--- src/rtl/sram_ctl_pkg.sv ---
package sram_ctl_pkg;

    localparam int DATA_W = 16;
    localparam int LANE_W = 8;
    localparam int LANES  = DATA_W / LANE_W;

    typedef enum logic [2:0] {
        PH_IDLE,
        PH_WR_SETUP,
        PH_WR_PULSE,
        PH_WR_HOLD,
        PH_RD_ACCESS
    } phase_e;

    typedef struct packed {
        logic             ce_n;
        logic             we_n;
        logic             oe_n;
        logic [LANES-1:0] lane_n;
        logic             drive;
    } strobe_t;

    function automatic int unsigned widest(input int unsigned a, input int unsigned b,
                                           input int unsigned c, input int unsigned d);
        int unsigned m;
        m = a;
        if (b > m) m = b;
        if (c > m) m = c;
        if (d > m) m = d;
        return m;
    endfunction

    function automatic strobe_t decode_phase(input phase_e ph, input logic [LANES-1:0] lanes);
        strobe_t s;
        logic active;
        active   = (ph != PH_IDLE);
        s.ce_n   = !active;
        s.we_n   = (ph != PH_WR_PULSE);
        s.oe_n   = (ph != PH_RD_ACCESS);
        s.lane_n = active ? ~lanes : {LANES{1'b1}};
        s.drive  = (ph == PH_WR_SETUP) || (ph == PH_WR_PULSE) || (ph == PH_WR_HOLD);
        return s;
    endfunction

endpackage

--- src/rtl/sram_ctl_timer.sv ---
module sram_ctl_timer #(
    parameter int CNT_W = 2
) (
    input  logic             clk,
    input  logic             rst,
    input  logic             load,
    input  logic [CNT_W-1:0] load_val,
    output logic             done
);

    logic [CNT_W-1:0] cnt;

    always_ff @(posedge clk) begin
        if (rst)
            cnt <= '0;
        else if (load)
            cnt <= load_val;
        else if (cnt != '0)
            cnt <= cnt - 1'b1;
    end

    assign done = (cnt == '0);

    // once loaded, the phase timer never wraps while counting down
    a_r2_timer_no_wrap: assert property (@(posedge clk) disable iff (rst)
        (!load && cnt == '0) |=> (cnt == '0));

endmodule

--- src/rtl/sram_ctl_seq.sv ---
module sram_ctl_seq
    import sram_ctl_pkg::*;
#(
    parameter int T_SETUP  = 1,
    parameter int T_PULSE  = 2,
    parameter int T_HOLD   = 1,
    parameter int T_ACCESS = 3,
    parameter int CNT_W    = 2
) (
    input  logic             clk,
    input  logic             rst,
    input  logic             req_valid,
    input  logic             req_write,
    input  logic [LANES-1:0] req_mask,
    input  logic             timer_done,
    output phase_e           phase,
    output logic             load,
    output logic [CNT_W-1:0] load_val,
    output logic             take,
    output logic             capture,
    output logic             ready
);

    localparam logic [CNT_W-1:0] LV_SETUP  = CNT_W'(T_SETUP - 1);
    localparam logic [CNT_W-1:0] LV_PULSE  = CNT_W'(T_PULSE - 1);
    localparam logic [CNT_W-1:0] LV_HOLD   = CNT_W'(T_HOLD - 1);
    localparam logic [CNT_W-1:0] LV_ACCESS = CNT_W'(T_ACCESS - 1);

    phase_e nxt;
    logic   finish;
    logic   accept;

    assign accept = (phase == PH_IDLE) && req_valid && !ready;

    always_comb begin
        nxt      = phase;
        load     = 1'b0;
        load_val = '0;
        take     = 1'b0;
        capture  = 1'b0;
        finish   = 1'b0;
        unique case (phase)
            PH_IDLE: begin
                if (accept) begin
                    if (req_mask == '0) begin
                        finish = 1'b1;
                    end else if (req_write) begin
                        take     = 1'b1;
                        nxt      = PH_WR_SETUP;
                        load     = 1'b1;
                        load_val = LV_SETUP;
                    end else begin
                        take     = 1'b1;
                        nxt      = PH_RD_ACCESS;
                        load     = 1'b1;
                        load_val = LV_ACCESS;
                    end
                end
            end
            PH_WR_SETUP: if (timer_done) begin
                nxt      = PH_WR_PULSE;
                load     = 1'b1;
                load_val = LV_PULSE;
            end
            PH_WR_PULSE: if (timer_done) begin
                nxt      = PH_WR_HOLD;
                load     = 1'b1;
                load_val = LV_HOLD;
            end
            PH_WR_HOLD: if (timer_done) begin
                nxt    = PH_IDLE;
                finish = 1'b1;
            end
            PH_RD_ACCESS: if (timer_done) begin
                nxt     = PH_IDLE;
                finish  = 1'b1;
                capture = 1'b1;
            end
            default: nxt = PH_IDLE;
        endcase
    end

    always_ff @(posedge clk) begin
        if (rst) begin
            phase <= PH_IDLE;
            ready <= 1'b0;
        end else begin
            phase <= nxt;
            ready <= finish;
        end
    end

    // completion pulse lasts a single cycle
    a_r11_ready_single: assert property (@(posedge clk) disable iff (rst)
        ready |=> !ready);

    // nothing is started while the completion pulse is high
    a_r11_no_take_on_ready: assert property (@(posedge clk) disable iff (rst)
        (phase == PH_IDLE && ready) |=> (phase == PH_IDLE));

    // the write strobe phase is only reached from the setup phase
    a_r2_pulse_after_setup: assert property (@(posedge clk) disable iff (rst)
        (phase == PH_WR_PULSE && $past(phase) != PH_WR_PULSE) |-> ($past(phase) == PH_WR_SETUP));

endmodule

--- src/rtl/sram_ctl_pins.sv ---
module sram_ctl_pins
    import sram_ctl_pkg::*;
#(
    parameter int ADDR_W = 18
) (
    input  logic              clk,
    input  logic              rst,
    input  logic              take,
    input  logic [ADDR_W-1:0] req_addr,
    input  logic [LANES-1:0]  req_mask,
    input  logic [DATA_W-1:0] req_wdata,
    input  phase_e            phase,
    output logic [LANES-1:0]  lanes_q,
    output logic [ADDR_W-1:0] mem_addr,
    output logic              mem_ce_n,
    output logic              mem_we_n,
    output logic              mem_oe_n,
    output logic              mem_lb_n,
    output logic              mem_ub_n,
    output logic [DATA_W-1:0] mem_dq_out,
    output logic              mem_dq_oe
);

    logic [ADDR_W-1:0] addr_q;
    logic [DATA_W-1:0] wdata_q;
    strobe_t           strb;

    always_ff @(posedge clk) begin
        if (rst) begin
            addr_q  <= '0;
            wdata_q <= '0;
            lanes_q <= '0;
        end else if (take) begin
            addr_q  <= req_addr;
            wdata_q <= req_wdata;
            lanes_q <= req_mask;
        end
    end

    assign strb       = decode_phase(phase, lanes_q);
    assign mem_addr   = addr_q;
    assign mem_ce_n   = strb.ce_n;
    assign mem_we_n   = strb.we_n;
    assign mem_oe_n   = strb.oe_n;
    assign mem_lb_n   = strb.lane_n[0];
    assign mem_ub_n   = strb.lane_n[1];
    assign mem_dq_out = wdata_q;
    assign mem_dq_oe  = strb.drive;

    // write strobe nested inside chip enable
    a_r3_we_inside_ce: assert property (@(posedge clk) disable iff (rst)
        !mem_we_n |-> !mem_ce_n);

    // write strobe falls only after chip enable was already low
    a_r3_we_falls_last: assert property (@(posedge clk) disable iff (rst)
        $fell(mem_we_n) |-> !$past(mem_ce_n));

    // write strobe released before chip enable rises
    a_r3_we_rises_first: assert property (@(posedge clk) disable iff (rst)
        $rose(mem_ce_n) |-> $past(mem_we_n));

    // address frozen across a chip-enable-low window
    a_r4_addr_frozen: assert property (@(posedge clk) disable iff (rst)
        (!mem_ce_n && !$past(mem_ce_n)) |-> $stable(mem_addr));

    // pad drivers and RAM outputs never both on
    a_r9_no_clash: assert property (@(posedge clk) disable iff (rst)
        !(mem_dq_oe && !mem_oe_n));

    // a turnaround cycle precedes output enable
    a_r9_turnaround: assert property (@(posedge clk) disable iff (rst)
        $fell(mem_oe_n) |-> !$past(mem_dq_oe));

endmodule

--- src/rtl/sram_ctl_rdcap.sv ---
module sram_ctl_rdcap
    import sram_ctl_pkg::*;
(
    input  logic              clk,
    input  logic              rst,
    input  logic              capture,
    input  logic [LANES-1:0]  lanes,
    input  logic [DATA_W-1:0] dq_in,
    output logic [DATA_W-1:0] rdata
);

    for (genvar g = 0; g < LANES; g++) begin : g_lane
        always_ff @(posedge clk) begin
            if (rst)
                rdata[g*LANE_W +: LANE_W] <= '0;
            else if (capture)
                rdata[g*LANE_W +: LANE_W] <= lanes[g] ? dq_in[g*LANE_W +: LANE_W] : '0;
        end
    end

    // read word held between captures
    a_r8_hold: assert property (@(posedge clk) disable iff (rst)
        !capture |=> $stable(rdata));

endmodule

--- src/rtl/sram_ctl.sv ---
module sram_ctl
    import sram_ctl_pkg::*;
#(
    parameter int ADDR_W   = 18,
    parameter int T_SETUP  = 1,
    parameter int T_PULSE  = 2,
    parameter int T_HOLD   = 1,
    parameter int T_ACCESS = 3
) (
    input  logic              clk,
    input  logic              rst,
    input  logic              req_valid,
    input  logic              req_write,
    input  logic [ADDR_W-1:0] req_addr,
    input  logic [15:0]       req_wdata,
    input  logic [1:0]        req_mask,
    output logic              rsp_ready,
    output logic [15:0]       rsp_rdata,
    output logic [ADDR_W-1:0] mem_addr,
    output logic              mem_ce_n,
    output logic              mem_we_n,
    output logic              mem_oe_n,
    output logic              mem_lb_n,
    output logic              mem_ub_n,
    output logic [15:0]       mem_dq_out,
    output logic              mem_dq_oe,
    input  logic [15:0]       mem_dq_in
);

    localparam int unsigned LONGEST = widest(T_SETUP, T_PULSE, T_HOLD, T_ACCESS);
    localparam int CNT_W = $clog2(LONGEST + 1);

    phase_e           phase;
    logic             load;
    logic [CNT_W-1:0] load_val;
    logic             timer_done;
    logic             take;
    logic             capture;
    logic [LANES-1:0] lanes_q;

    sram_ctl_timer #(.CNT_W(CNT_W)) u_timer (
        .clk      (clk),
        .rst      (rst),
        .load     (load),
        .load_val (load_val),
        .done     (timer_done)
    );

    sram_ctl_seq #(
        .T_SETUP  (T_SETUP),
        .T_PULSE  (T_PULSE),
        .T_HOLD   (T_HOLD),
        .T_ACCESS (T_ACCESS),
        .CNT_W    (CNT_W)
    ) u_seq (
        .clk        (clk),
        .rst        (rst),
        .req_valid  (req_valid),
        .req_write  (req_write),
        .req_mask   (req_mask),
        .timer_done (timer_done),
        .phase      (phase),
        .load       (load),
        .load_val   (load_val),
        .take       (take),
        .capture    (capture),
        .ready      (rsp_ready)
    );

    sram_ctl_pins #(.ADDR_W(ADDR_W)) u_pins (
        .clk        (clk),
        .rst        (rst),
        .take       (take),
        .req_addr   (req_addr),
        .req_mask   (req_mask),
        .req_wdata  (req_wdata),
        .phase      (phase),
        .lanes_q    (lanes_q),
        .mem_addr   (mem_addr),
        .mem_ce_n   (mem_ce_n),
        .mem_we_n   (mem_we_n),
        .mem_oe_n   (mem_oe_n),
        .mem_lb_n   (mem_lb_n),
        .mem_ub_n   (mem_ub_n),
        .mem_dq_out (mem_dq_out),
        .mem_dq_oe  (mem_dq_oe)
    );

    sram_ctl_rdcap u_rdcap (
        .clk     (clk),
        .rst     (rst),
        .capture (capture),
        .lanes   (lanes_q),
        .dq_in   (mem_dq_in),
        .rdata   (rsp_rdata)
    );

    // a zero-mask request leaves every strobe idle
    a_r10_zero_mask_quiet: assert property (@(posedge clk) disable iff (rst)
        (phase == PH_IDLE && req_valid && !rsp_ready && req_mask == 2'b00)
            |=> (mem_ce_n && mem_we_n && mem_oe_n));

endmodule

--- config.mk ---
export PLATFORM = sky130hd
export DESIGN_NAME = sram_ctl
export DESIGN_NICKNAME = d
export VERILOG_FILES = /design/src/rtl/sram_ctl_pkg.sv /design/src/rtl/sram_ctl_timer.sv /design/src/rtl/sram_ctl_seq.sv /design/src/rtl/sram_ctl_pins.sv /design/src/rtl/sram_ctl_rdcap.sv /design/src/rtl/sram_ctl.sv
export SDC_FILE = /design/constraint.sdc
export NUM_CORES = 1
export LEC_CHECK = 0
export CAP_MARGIN = 40
export CELL_PAD_IN_SITES_DETAIL_PLACEMENT = 1
export CELL_PAD_IN_SITES_GLOBAL_PLACEMENT = 1
export CORE_UTILIZATION = 29
export DETAILED_ROUTE_END_ITERATION = 10
export PLACE_DENSITY_LB_ADDON = 0.1
export SYNTH_ARGS = -nofsm -noshare
export SYNTH_HDL_FRONTEND = slang
export SYNTH_SLANG_ARGS = --single-unit
--- constraint.sdc ---
create_clock -name clk -period 5.4 [get_ports clk]
set_clock_uncertainty 0.1 [all_clocks]
set_input_delay 1.08 -clock clk [delete_from_list [all_inputs] [get_ports clk]]
set_output_delay 1.08 -clock clk [all_outputs]
set_load 0.01 [all_outputs]
==> out/metrics.cfg <==
[pwr]
total_power_mw=1.37
vdd_drop_max_uv=155
internal_power_mw=0.946
power_density_nw_per_um2=380
switching_share=0.310
clkPwrFrac=0.326
p_leak_nw=1.27
p_comb_frac=0.291
switchingPower_mw=0.426
p_seq_frac=0.383

[route]
dr.pass1.iters=4
met1_length_mm=3.38
vias=2329
met3_wirelength_um=417
wl_per_cell_um=14.5
ant_nets=0
viasPerCell=4.74
top_layer_used=met4
wl_met2_mm=3.22
drc=0
drtIter0Drc=117
wirelength_mm=7.14

[setup_path]
cpMaxStageDelayCell=clkdlybuf4s50_1
critPathKind=reg -> out
critical-path-max-stage-delay_ns=0.56
cp_max_fo=13
critPathTopFamily=buffers and inverters
worstPathCellList=or3_1, inv_1, clkdlybuf4s50_1
crit_required_ns=4.22
critPathArrivalTime_ns=2.00
endpoint_kind=output pin
startpoint_type=flip-flop
cp.buffers_inverters=2

[sta]
max_freq_mhz=315
tightest_slew_ns=0.707
finalMaxSlewViolations=0
finalSetupViolCount=0
final.period_utilization=0.588
whs_ns=0.352
final-hold-violation-count=0
maxSlewHeadroom=0.527
finalCriticalPeriod_ns=3.18
grt_setup_unrepaired=false
finalWorstSetupSlack_ns=2.22
setup_tns_ns=0

[clock_tree]
post_cts_buffers=0
clk_pin_slew_ns=0.06
cts.repair.resized=0
hold_buffers=0
h-tree-depth=3
cts_tree=built
clock-sinks=58
root_buffer=clkbuf_8
clk_latency_ns=0.33
numCtsBuffers=9
cts_buffer_depth=2

[floorplanning]
core-area_um2=7370
die_w_um=90.0
rows=31
die_h_um=90.0
dieArea_um2=8090
design.portCount=113
initial_core_util=0.304

[synthesis]
synthCells=284
yosys_warnings=0
ys_ff_latch=58
ys_async_sr_fraction=0
ys_dominant_reg_cell=dfxtp_1
ys_types=31
netlist_top_cells_area=dfxtp_1 52%, nand2_1 15%, a21oi_1 12%
syn_area_per_cell_um2=7.90
netlist.area_leader.share=0.518
synth_nets=341
synth-edff-count=0
syn_area_um2=2240
yosysSeqAreaShare=0.518
yosys.area.top_type=dfxtp_1

[outcome]
status=completed

[finish]
final_nets=444
finish.utilization=0.491
diodes=0
drive_above_1_share=0.0536
syn_to_final_growth_pct=61.2

[place]
io_buffers=112
gp_congestion=0.709
dpl_worst_slack_ns=2.43
dp_hpwl_mm=4.83

[min_path]
hp-class=reg -> reg

[run]
maxCapViolations=0

[global_route]
grt_pass1_wl_mm=11.7
grt_pass1_vias=2300
grt-ovfl-total=0
grt_start_max_net_pins=37
grt_use_total=0.184
antenna_found_initial=0

-- area by class of cell --
cell class | count | area [µm²]
fillers | 878 | 3750
clock buffers | 11 | 141
repair buffers | 115 | 1150
multi-input cells | 200 | 950
inverters | 3 | 11.3
flip-flops and latches | 58 | 1160
clock inverters | 5 | 77.6
well taps | 99 | 124
-- routing by layer --
metal | vias to the layer above | GRT usage
met4 | 0 | 0.0887
met1 | 1092 | 0.235
li1 | 1153 | -
met5 | - | 0
met2 | 75 | 0.290
met3 | 9 | 0.0465
-- flip-flops by register name (all words and copies together) (netlist names) --
register,cells
u_pins.mem_addr,18
u_pins.mem_dq_out,16
u_rdcap.rdata,16
u_seq.phase,3
u_pins.lanes_q,2
u_timer.cnt,2
u_seq.ready,1
-- worst min-delay path, cell delays in order (launching register included) --
cell and delay, ns:
dfxtp_1 0.31, nand2_1 0.05, a21oi_1 0.05
-- cell families after synthesis --
kind of cell	after synthesis	synth area share
AND/OR/NAND/NOR	132	0.252
buffers and inverters	26	0.0591
XOR/XNOR	2	0.00781
adder cells (fa/ha/maj)	1	0.00558
flip-flops	58	0.518
AO/OA/AOI/OAI	65	0.158
-- power by group through the flow --
stage	clock, mW	sequential [mW]	combinational, mW
2_1_floorplan	0	0.530	0.233
6_report	0.447	0.526	0.399
5_1_grt	0.480	0.535	0.445
3_5_place_dp	0	0.536	0.403
3_3_place_gp	0	0.534	0.396
4_1_cts	0.459	0.527	0.406
-- cells in the final DEF (no fill, tap or decap), types with 2 or more instances in the layout --
master / count
clkdlybuf4s50_1: 111
nand2_1: 91
dfxtp_1: 58
a21oi_1: 54
nand3_1: 19
clkbuf_8: 10
nor2_1: 8
inv_1: 3
o21ai_0: 3
nor3_1: 3
or3_1: 2
nor2b_1: 2
bufinv_16: 2
clkinv_2: 2
buf_4: 2
-- Yosys cell counts, types with 2 or more instances --
cell      number
nand2_1       91
dfxtp_1       58
a21oi_1       54
nand3_1       19
clkbuf_1      15
nor2_1         8
buf_2          4
buf_6          4
inv_1          3
nor3_1         3
o21ai_0        3
nor2b_1        2
or3_1          2
-- per-stage QoR --
stage	instances	area, µm²
after floorplan	284	2240
after global placement	474	3380
after detailed placement	475	3400
after CTS	491	3620
after global routing	491	3620
final	491	3620
-- path summary, 6_finish.rpt --
| check | start | endpoint | slack (ns) | depth (start not counted) |
|---|---|---|---|---|
| max | u_seq.phase[2]$_SDFFE_PP0P_ | mem_ce_n | 2.22 | 3 |
| min | u_rdcap.rdata[6]$_SDFFE_PP0P_ | u_rdcap.rdata[6]$_SDFFE_PP0P_ | 0.35 | 2 |
| max reg2reg | u_seq.phase[2]$_SDFFE_PP0P_ | u_seq.phase[2]$_SDFFE_PP0P_ | 3.35 | 5 |
| min reg2reg | u_rdcap.rdata[6]$_SDFFE_PP0P_ | u_rdcap.rdata[6]$_SDFFE_PP0P_ | 0.35 | 2 |
Note: power is estimated with default switching activity, not from simulation.
